### src/rtl/wtm_pkg.sv
package wtm_pkg;
    parameter int unsigned CORE_W  = 8;
    localparam int unsigned CORE_P = 2 * CORE_W;
    localparam int unsigned WIDE_W = 2 * CORE_W;
    localparam int unsigned WIDE_P = 2 * WIDE_W;

    typedef logic [CORE_P-1:0] core_row_t;
    typedef logic [WIDE_P-1:0] wide_row_t;

    // Reduction stages of the core, each a bundle of rows.
    typedef struct packed {
        core_row_t cmp_s;
        core_row_t cmp_c;
        core_row_t fa_s;
        core_row_t fa_c;
        core_row_t pass;
    } st1_t;

    typedef struct packed {
        core_row_t cmp_s;
        core_row_t cmp_c;
        core_row_t pass;
    } st2_t;

    typedef struct packed {
        core_row_t s;
        core_row_t c;
    } st3_t;
endpackage

### src/rtl/wtm_cmp42.sv
// Five-input column counter: s + 2*(c + co) = x1+x2+x3+x4+ci.
// co does not depend on ci, so a row of cells chains co into the next ci without rippling.
module wtm_cmp42 (
    input  logic x1,
    input  logic x2,
    input  logic x3,
    input  logic x4,
    input  logic ci,
    output logic s,
    output logic c,
    output logic co
);
    logic x12_d;
    logic x1234_d;

    always_comb begin
        x12_d   = x1 ^ x2;
        x1234_d = x12_d ^ x3 ^ x4;
        s       = x1234_d ^ ci;
        c       = x1234_d ? ci : x4;
        co      = x12_d ? x3 : x1;
    end
endmodule

### src/rtl/wtm_fa.sv
module wtm_fa (
    input  logic a,
    input  logic b,
    input  logic c,
    output logic s,
    output logic co
);
    always_comb begin
        s  = a ^ b ^ c;
        co = (a & b) | (c & (a ^ b));
    end
endmodule

### src/rtl/wtm_cmp_row.sv
// Four rows in, two rows out, modulo 2^W. The top column only needs its sum bit.
module wtm_cmp_row #(
    parameter int unsigned W = 16
) (
    input  logic [W-1:0] r0,
    input  logic [W-1:0] r1,
    input  logic [W-1:0] r2,
    input  logic [W-1:0] r3,
    output logic [W-1:0] s_row,
    output logic [W-1:0] c_row
);
    logic [W-1:0] chain_d;
    logic [W-2:0] cy_d;

    assign chain_d[0] = 1'b0;

    for (genvar i = 0; i < W; i++) begin : g_col
        if (i < W - 1) begin : g_cell
            wtm_cmp42 u_cmp (
                .x1 (r0[i]),
                .x2 (r1[i]),
                .x3 (r2[i]),
                .x4 (r3[i]),
                .ci (chain_d[i]),
                .s  (s_row[i]),
                .c  (cy_d[i]),
                .co (chain_d[i+1])
            );
        end else begin : g_top
            assign s_row[i] = r0[i] ^ r1[i] ^ r2[i] ^ r3[i] ^ chain_d[i];
        end
    end

    assign c_row = {cy_d, 1'b0};
endmodule

### src/rtl/wtm_fa_row.sv
// Three rows in, two rows out, modulo 2^W.
module wtm_fa_row #(
    parameter int unsigned W = 16
) (
    input  logic [W-1:0] r0,
    input  logic [W-1:0] r1,
    input  logic [W-1:0] r2,
    output logic [W-1:0] s_row,
    output logic [W-1:0] c_row
);
    logic [W-2:0] cy_d;

    for (genvar i = 0; i < W; i++) begin : g_col
        if (i < W - 1) begin : g_cell
            wtm_fa u_fa (
                .a  (r0[i]),
                .b  (r1[i]),
                .c  (r2[i]),
                .s  (s_row[i]),
                .co (cy_d[i])
            );
        end else begin : g_top
            assign s_row[i] = r0[i] ^ r1[i] ^ r2[i];
        end
    end

    assign c_row = {cy_d, 1'b0};
endmodule

### src/rtl/wtm_ks_add.sv
// Kogge-Stone sum of two rows modulo 2^W (no carry-in, carry-out not needed).
module wtm_ks_add #(
    parameter int unsigned W = 16
) (
    input  logic [W-1:0] a,
    input  logic [W-1:0] b,
    output logic [W-1:0] sum
);
    localparam int unsigned M  = W - 1;
    localparam int unsigned LV = $clog2(M);

    logic [W-1:0] prop_d;
    logic [M-1:0] g_d;
    logic [M-1:0] p_d;
    logic [M-1:0] g_n;
    logic [M-1:0] p_n;

    always_comb begin
        prop_d = a ^ b;
        g_d    = a[M-1:0] & b[M-1:0];
        p_d    = prop_d[M-1:0];
        for (int k = 0; k < LV; k++) begin
            g_n = g_d;
            p_n = p_d;
            for (int i = (1 << k); i < M; i++) begin
                g_n[i] = g_d[i] | (p_d[i] & g_d[i-(1<<k)]);
                p_n[i] = p_d[i] & p_d[i-(1<<k)];
            end
            g_d = g_n;
            p_d = p_n;
        end
        sum[0] = prop_d[0];
        for (int i = 1; i < W; i++) begin
            sum[i] = prop_d[i] ^ g_d[i-1];
        end
    end
endmodule

### src/rtl/wtm_core8.sv
// 8x8 core: AND array, three reduction stages, prefix adder.
module wtm_core8
    import wtm_pkg::*;
(
    input  logic [CORE_W-1:0] a,
    input  logic [CORE_W-1:0] b,
    output logic [CORE_P-1:0] p
);
    core_row_t pp_d [CORE_W];
    st1_t      st1_d;
    st2_t      st2_d;
    st3_t      st3_d;

    for (genvar r = 0; r < CORE_W; r++) begin : g_pp
        assign pp_d[r] = core_row_t'({CORE_W{b[r]}} & a) << r;
    end

    // Stage 1: rows 0-3 by compressors, rows 4-6 by full adders, row 7 waits.
    wtm_cmp_row #(.W(CORE_P)) u_s1_cmp (
        .r0 (pp_d[0]), .r1 (pp_d[1]), .r2 (pp_d[2]), .r3 (pp_d[3]),
        .s_row (st1_d.cmp_s), .c_row (st1_d.cmp_c)
    );
    wtm_fa_row #(.W(CORE_P)) u_s1_fa (
        .r0 (pp_d[4]), .r1 (pp_d[5]), .r2 (pp_d[6]),
        .s_row (st1_d.fa_s), .c_row (st1_d.fa_c)
    );
    assign st1_d.pass = pp_d[7];

    // Stage 2: four rows by compressors, one row waits.
    wtm_cmp_row #(.W(CORE_P)) u_s2_cmp (
        .r0 (st1_d.cmp_s), .r1 (st1_d.cmp_c), .r2 (st1_d.fa_s), .r3 (st1_d.fa_c),
        .s_row (st2_d.cmp_s), .c_row (st2_d.cmp_c)
    );
    assign st2_d.pass = st1_d.pass;

    // Stage 3: three rows by full adders.
    wtm_fa_row #(.W(CORE_P)) u_s3_fa (
        .r0 (st2_d.cmp_s), .r1 (st2_d.cmp_c), .r2 (st2_d.pass),
        .s_row (st3_d.s), .c_row (st3_d.c)
    );

    wtm_ks_add #(.W(CORE_P)) u_final (
        .a   (st3_d.s),
        .b   (st3_d.c),
        .sum (p)
    );
endmodule

### src/rtl/wtm_mul16.sv
// 16x16 product from four 8x8 cores, aligned and merged by one compressor row.
module wtm_mul16
    import wtm_pkg::*;
(
    input  logic [WIDE_W-1:0] op_a,
    input  logic [WIDE_W-1:0] op_b,
    output logic [WIDE_P-1:0] prod
);
    localparam int unsigned NPAIR = 4;

    logic [CORE_P-1:0] part_d [NPAIR];
    wide_row_t         row_d  [NPAIR];
    wide_row_t         mrg_s_d;
    wide_row_t         mrg_c_d;

    // Pair index bit 0 selects the half of op_a, bit 1 the half of op_b.
    for (genvar k = 0; k < NPAIR; k++) begin : g_pair
        localparam int unsigned HA = k % 2;
        localparam int unsigned HB = k / 2;
        wtm_core8 u_core (
            .a (op_a[HA*CORE_W +: CORE_W]),
            .b (op_b[HB*CORE_W +: CORE_W]),
            .p (part_d[k])
        );
        assign row_d[k] = wide_row_t'(part_d[k]) << ((HA + HB) * CORE_W);
    end

    wtm_cmp_row #(.W(WIDE_P)) u_merge (
        .r0 (row_d[0]), .r1 (row_d[1]), .r2 (row_d[2]), .r3 (row_d[3]),
        .s_row (mrg_s_d), .c_row (mrg_c_d)
    );

    wtm_ks_add #(.W(WIDE_P)) u_final (
        .a   (mrg_s_d),
        .b   (mrg_c_d),
        .sum (prod)
    );
endmodule

### config.mk
export PLATFORM = sky130hd
export DESIGN_NAME = wtm_mul16
export DESIGN_NICKNAME = d
export VERILOG_FILES = /design/src/rtl/wtm_pkg.sv /design/src/rtl/wtm_cmp42.sv /design/src/rtl/wtm_fa.sv /design/src/rtl/wtm_cmp_row.sv /design/src/rtl/wtm_fa_row.sv /design/src/rtl/wtm_ks_add.sv /design/src/rtl/wtm_core8.sv /design/src/rtl/wtm_mul16.sv
export SDC_FILE = /design/constraint.sdc
export NUM_CORES = 1
export LEC_CHECK = 0
export BUFFER_PORTS_ARGS = -buffer_cell sky130_fd_sc_hd__buf_2
export CAP_MARGIN = 20
export CORE_MARGIN = 2
export CORE_UTILIZATION = 32
export DETAILED_ROUTE_END_ITERATION = 6
export REMOVE_ABC_BUFFERS = 1
export SLEW_MARGIN = 20
export SYNTH_ARGS = -nofsm -noshare
export SYNTH_HDL_FRONTEND = slang
export SYNTH_HIERARCHICAL = 1
export SYNTH_SLANG_ARGS = --single-unit
### constraint.sdc
create_clock -name vclk -period 23.3
set_input_delay 4.66 -clock vclk [all_inputs]
set_output_delay 4.66 -clock vclk [all_outputs]
set_load 0.01 [all_outputs]
==> results of run 1 <==
[per-stage QoR]
stage               utilization  std cells  cell area, um^2  hold slack, ps  worst slack, ps
finish                    0.378       3441            21700           11050             7530
global route              0.378       3441            21700           11190             7130
CTS                       0.378       3441            21700           11060             7500
detailed placement        0.378       3441            21700           11050             7530
global placement          0.378       3441            21700           11040             7530
floorplan                     -       2612            20400           10390             8360
[routing by layer]
metal,global-route usage,wire [um],vias to the layer above
li1,-,-,7751
met1,0.190,19600,6694
met2,0.265,20500,146
met3,0.00384,865,31
met4,0.0255,966,0
met5,0,0,-
[path summary, 6_finish.rpt]
path                 from        to  cells after the start
setup / recovery  op_b[2]  prod[27]                     26
hold / removal    op_a[8]  prod[24]                     10
[layout by cell type, fill, tap and decap left out, types with 8 or more instances in the layout]
master    Yosys  final
nand3_1      12     12
conb_1       22    581
a21oi_1      70     70
fa_1        125    125
xnor2_1     218    218
o21ai_2       9      9
o21ai_1     169    169
buf_2         2     64
maj3_1      151    151
xor3_1        8      8
nand2_1     201    201
and2_1      256    256
inv_1        15     15
o21ai_0      18     18
nor3_1       18     18
a211oi_1     16     16
o211ai_1     11     11
nor2_1      201    201
ha_1         91     91
xor2_1      193    193
a21o_1       17     17
xnor3_1     160    160
[cell type report]
| cell class | count | area, um^2 | share of cell area |
|---|---|---|---|
| Multi-Input combinational cell | 2597 | 20300 | 0.938 |
| Inverter | 15 | 56.3 | 0.00260 |
| Tap cell | 765 | 957 | 0.0442 |
| Timing Repair Buffer | 64 | 320 | 0.0148 |
[cells by family (layout without fill, tap and decap cells)]
| logic type | count (synthesis) | count (layout) | synth area share |
|---|---|---|---|
| other | 22 | 581 | 0.00448 |
| adder cells (fa/ha/maj) | 367 | 367 | 0.279 |
| AND/OR/NAND/NOR | 712 | 712 | 0.186 |
| buffers and inverters | 35 | 79 | 0.0111 |
| AO/OA/AOI/OAI | 358 | 358 | 0.119 |
| XOR/XNOR | 579 | 579 | 0.401 |
[worst max-delay path, cell delays in order]
cell and delay (ps):
buf_2 200, and2_1 220, maj3_1 400, xor2_1 170, xnor2_1 170, maj3_1 400
xor2_1 170, xnor2_1 260, fa_1 460, ha_1 360, a21oi_1 250, o21ai_2 130
a31oi_4 230, o21ai_2 90, xor2_1 430, maj3_1 310, xor2_1 190, xnor2_1 90
ha_1 390, nand4_2 180, or3_1 380, o221ai_1 330, a21oi_2 140, o21ai_1 190
xor2_1 150, buf_2 150
==> run metrics, run 1 <==
Sum Neg Setup Slack=0 ps; Worst EP arrival=11110 ps; largest net degree at the start of global routing=17; Max-slew headroom=0.568; post-synthesis sequential area ratio=0; post-cts resize count=0; vias in the first global route=14300; # diodes=0; Avg Cell Area, Syn=8.90 um^2; Hold Vio Cnt, Final=0; Rows=88; die height=244 um; WS Path Type=primary input to output port; Total GRT Usage=0.144; wire per inst=12.2 um; Syn Inst Count=2073; Synth top area share=0.195; via/cell ratio=4.25; Die X=244 um; min-delay worst type=primary input to output port; top cells by area, synth=xnor3_1 20%, fa_1 14%, xnor2_1 10%; Synth top cells by count=256 x and2_1, 218 x xnor2_1, 201 x nand2_1, 201 x nor2_1, 193 x xor2_1; antenna viol nets, final=0; initial antenna violation count=0; postcts setup bufs=0; Layout Area Growth over Synthesis=17.5%; detailed-router iteration count before antenna repair=4; post-synth top area cell=xnor3_1; RSZ-0062 raised after global routing=no; IO Count=64; initial drt markers=545; CTS Hold Buffers Added=0; FFs & Latches=0; Max Cap Violations=0; clk_buf instances=0; status=complete, no violations; Post-Syn Area=18400 um^2; Post-Route WL=41900 um; Slew Limit Fails=0; critical path launch point type=primary input; fmax=63.4 MHz; Starting Density=0.322; I/O Buffers=64; fillcell total=5964; # DRC=0; Setup violations, final=0; Reg area=0 um^2; core area=57400 um^2; min cycle time layout=15770 ps; worst-margin pin slew=643 ps; final RePlAce weighted congestion=0.821; Yosys warning total=6; Vias=14600; CP Data Required Time=18640 ps; die footprint=59600 um^2; Yosys cell types=54; CP endpoint kind=output port; GRT Residual Overflow=0; detailed placer's ending HPWL=36200 um; Critical Path Fanout Max=16; Final period util=0.677; Nets=2926; top-count cell post-synth=and2_1; first-pass GRT wire length=71300 um; share of layout cells above drive strength 1=0.0362
Power of run 1 is not shown: default switching activity piles up to over one toggle a cycle in this logic, so the estimate is an artifact.
==> run 2: changes to the inputs <==
--- a/config.mk
+++ b/config.mk
@@ -5,6 +5,7 @@
 export SDC_FILE = /design/constraint.sdc
 export NUM_CORES = 1
 export LEC_CHECK = 0
+export ABC_AREA = 1
 export BUFFER_PORTS_ARGS = -buffer_cell sky130_fd_sc_hd__buf_2
 export CAP_MARGIN = 20
 export CORE_MARGIN = 2
==> constraint.sdc (replaced) <==
create_clock -name vclk -period 14.1
set_input_delay 2.82 -clock vclk [all_inputs]
set_output_delay 2.82 -clock vclk [all_outputs]
set_load 0.01 [all_outputs]
==> run 2 against run 1 <==
Effect of this change: first-iteration DRC count grew 82%; synthesized area is 48% higher; utilization is 1.7 points lower; critical path depth is 16 higher; final cell count is 98% higher; clock-buffer cell count unchanged; flip-flop and latch count unchanged; worst setup slack worse by 4400 ps; die area increased by 47%; non-clock buffer count up 1; worst hold slack lost 3600 ps.
==> run metrics, run 2 <==
metal3 WL=1500 um; I/O Buffers=64; Max-slew headroom=0.671; clk_buf instances=0; Layout Area Growth over Synthesis=12.2%; die height=296 um; Post-Route WL=58200 um; CP max-delay cell=fa_1; Hold Vio Cnt, Final=0; RSZ-0062 raised after global routing=no; Synth top cells by count=1779 x nand2_1, 1322 x inv_1, 805 x nand2_2; CTS Hold Buffers Added=0; top cells by area, synth=nand2_1 24%, nand2_2 18%, inv_1 18%; post-synthesis sequential area ratio=0; final RePlAce weighted congestion=0.852; Min-Delay Path Depth=14; CP endpoint kind=output port; Sum Neg Setup Slack=0 ps; Nets=5935; GRT Residual Overflow=0; Avg Cell Area, Syn=5.29 um^2; postcts setup bufs=0; Synth top area share=0.244; share of layout cells above drive strength 1=0.214; Slew Limit Fails=0; min cycle time layout=11010 ps; die footprint=87700 um^2; Critical Path Max Stage Delay=480 ps; detailed-router iteration count before antenna repair=5; wire per inst=8.52 um; initial antenna violation count=2; Worst EP arrival=8190 ps; Total GRT Usage=0.137; WS Path Type=primary input to output port; antenna viol nets, final=0; Placed Area=30700 um^2; Rows=107; Die X=296 um; M1 WL=28700 um; min-delay worst type=primary input to output port; Reg area=0 um^2; post-synth top area cell=nand2_1; via/cell ratio=3.92; most frequent cells in the layout=1779 x nand2_1, 1322 x inv_1, 805 x nand2_2, 562 x conb_1, 388 x nand3_1; uppermost layer routed=met5; Setup violations, final=0; first-pass GRT wire length=104000 um; fillcell total=9448; Syn Inst Count=5161; Critical Path Fanout Max=16; core area=84900 um^2; vias in the first global route=23700; detailed placer's ending HPWL=52000 um; largest net degree at the start of global routing=17; Yosys warning total=6; commonest non-fill, non-tap cell in the layout=nand2_1; CP Data Required Time=11280 ps; # diodes=0; Yosys cell types=26; Final period util=0.781; # DRC=0; top-count cell post-synth=nand2_1; FFs & Latches=0; critical path launch point type=primary input; IO Count=64; worst-margin pin slew=489 ps; Vias=26800; CP dominant cell by count=nand2_1; fmax=90.8 MHz; Starting Density=0.322; Max Cap Violations=0; post-route cell area=30700 um^2; status=complete, no violations; met2 wire len=27300 um; Post-Syn Area=27300 um^2; post-cts resize count=0; initial drt markers=994
## run 2: per-stage QoR
stage	hold slack [ps]	setup slack (ps)	cells	util
finish	7450	3090	6829	0.361
global placement	7460	3050	6829	0.361
detailed placement	7470	3030	6829	0.361
global route	7680	2470	6829	0.361
floorplan	6680	4440	5620	-
CTS	7490	3010	6829	0.361
## run 2: worst max-delay path: cells and delay by family
family | cells | cell delay, ps
AOI/OAI and AO/OA | 1 | 150
adders and majority gates | 3 | 1270
and+or+nand+nor | 29 | 3020
buffers and inverters | 9 | 930
## run 2: cells by family (layout without fill, tap and decap cells)
group | count (synthesis) | after routing | share of synthesized area
and+or+nand+nor | 3400 | 3400 | 0.636
buffers and inverters | 1419 | 1403 | 0.200
adders and majority gates | 216 | 216 | 0.133
xor gates and xnor gates | 57 | 57 | 0.0183
AOI/OAI and AO/OA | 47 | 47 | 0.00944
other | 22 | 562 | 0.00302
## run 2: final cells by class
class / instances / area (um^2) / area share
well taps: 1144 / 1430 / 0.0467
repair buffers: 65 / 328 / 0.0107
multi-input cells: 4282 / 23900 / 0.779
inverters: 1338 / 5020 / 0.164
## run 2: final timing paths
check	from	endpoint	slack (ps)
min	op_a[0]	prod[16]	7450
max	op_b[1]	prod[30]	3090
## run 2: metal layers
layer  vias to the layer above  track usage
met5                         -            0
met1                     11100        0.181
li1                      15500            -
met3                        35      0.00637
met4                         4       0.0117
met2                       188        0.254
Power of run 2 is left out for the same reason.
==> run 3: changes to the inputs <==
--- a/config.mk
+++ b/config.mk
@@ -5,7 +5,7 @@
 export SDC_FILE = /design/constraint.sdc
 export NUM_CORES = 1
 export LEC_CHECK = 0
-export ABC_AREA = 1
+export ABC_AREA = 0
 export BUFFER_PORTS_ARGS = -buffer_cell sky130_fd_sc_hd__buf_2
 export CAP_MARGIN = 20
 export CORE_MARGIN = 2
==> constraint.sdc (replaced) <==
create_clock -name vclk -period 9.4
set_input_delay 1.88 -clock vclk [all_inputs]
set_output_delay 1.88 -clock vclk [all_outputs]
set_load 0.01 [all_outputs]
==> run 3 against run 2 <==
Effect of this change: the run now ends with negative setup slack left; via count fell by 40%; utilization grew 9.0 points; global-route usage is 1.6 points higher.
==> run metrics, run 3 (synthesis gave the netlist of run 1 again) <==
critical path launch point type=primary input; initial antenna violation count=3; CP endpoint kind=output port; share of layout cells above drive strength 1=0.236; Post-Route WL=44700 um; pre-CTS setup slack=-610 ps; detailed placer's ending HPWL=38000 um; via/cell ratio=4.23; CP max-delay cell=fa_1; Slew Limit Fails=0; status=complete, but fails checks; Min-Delay Path Depth=11; Starting Density=0.322; Setup violations, final=11; Max-slew headroom=0.649; Worst EP arrival=7640 ps; Hold Vio Cnt, Final=0; Reg area=0 um^2; min-delay worst type=primary input to output port; core area=57400 um^2; Layout Area Growth over Synthesis=40.4%; failing checks=negative setup slack; clk_buf instances=0; die height=244 um; initial drt markers=434; RSZ-0062 raised after global routing=yes; min setup slack post-route=-117 ps; final RePlAce weighted congestion=0.834; antenna viol nets, final=0; IO Count=64; worst-margin pin slew=523 ps; FFs & Latches=0; # DRC=0; CP dominant cell by count=xnor2_2; Final period util=1.01; Max Cap Violations=0; most frequent cells in the layout=581 x conb_1, 341 x buf_4, 246 x and2_1, 193 x nor2_1, 192 x nand2_1; first-pass GRT wire length=77400 um; detailed-router iteration count before antenna repair=5; commonest non-fill, non-tap cell in the layout=conb_1; Vias=16100; Die X=244 um; Placed Area=24100 um^2; fmax=105 MHz; Nets=3282; CTS Hold Buffers Added=0; Total GRT Usage=0.153; vias in the first global route=16400; Rows=88; CP Data Required Time=7520 ps; final core occ=0.451; post-route cell area=25900 um^2; wire per inst=11.8 um; WS Path Type=primary input to output port; GRT Residual Overflow=0; largest net degree at the start of global routing=17; min cycle time layout=9520 ps; I/O Buffers=64; die footprint=59600 um^2; Critical Path Fanout Max=5; Critical Path Max Stage Delay=480 ps
## run 3: stage by stage
stage,TNS (ps),hold slack (ps),cells
global route,-4810,5590,3797
finish,-636,5370,3798
CTS,-709,5420,3783
global placement,-7980,5470,3751
detailed placement,-8050,5400,3751
floorplan,0,4830,2612
## run 3: final timing paths
check | endpoint | slack [ps] | from
hold / removal | prod[31] | 5370 | op_a[15]
setup / recovery | prod[23] | -120 | op_b[2]
## run 3: repair_timing
action	in CTS	in global routing
setup endpoints to repair	18	18
buffers inserted	34	16
pin swaps	200	87
resized for setup	213	112
## run 3: cell type report
class                      instances  area [um^2]
timing repair buffer             420         3170
fill                            5589        31500
tap                              765          957
antenna                            1         2.50
inverter                          15         56.3
multi-input combinational       2597        21700
## run 3: per-layer routing
metal,up-vias,wire [um],global-route usage
li1,8453,-,-
met3,31,625,0.00439
met4,0,769,0.0224
met2,109,22500,0.289
met1,7475,20800,0.198
met5,-,0,0
## run 3: critical path, delay by kind of cell
kind | cells | cell delay (ps)
buffers and inverters | 5 | 650
xor gates and xnor gates | 8 | 1520
and+or+nand+nor | 4 | 390
AOI/OAI and AO/OA | 7 | 1480
adders and majority gates | 5 | 1710
Power of run 3 is left out for the same reason.
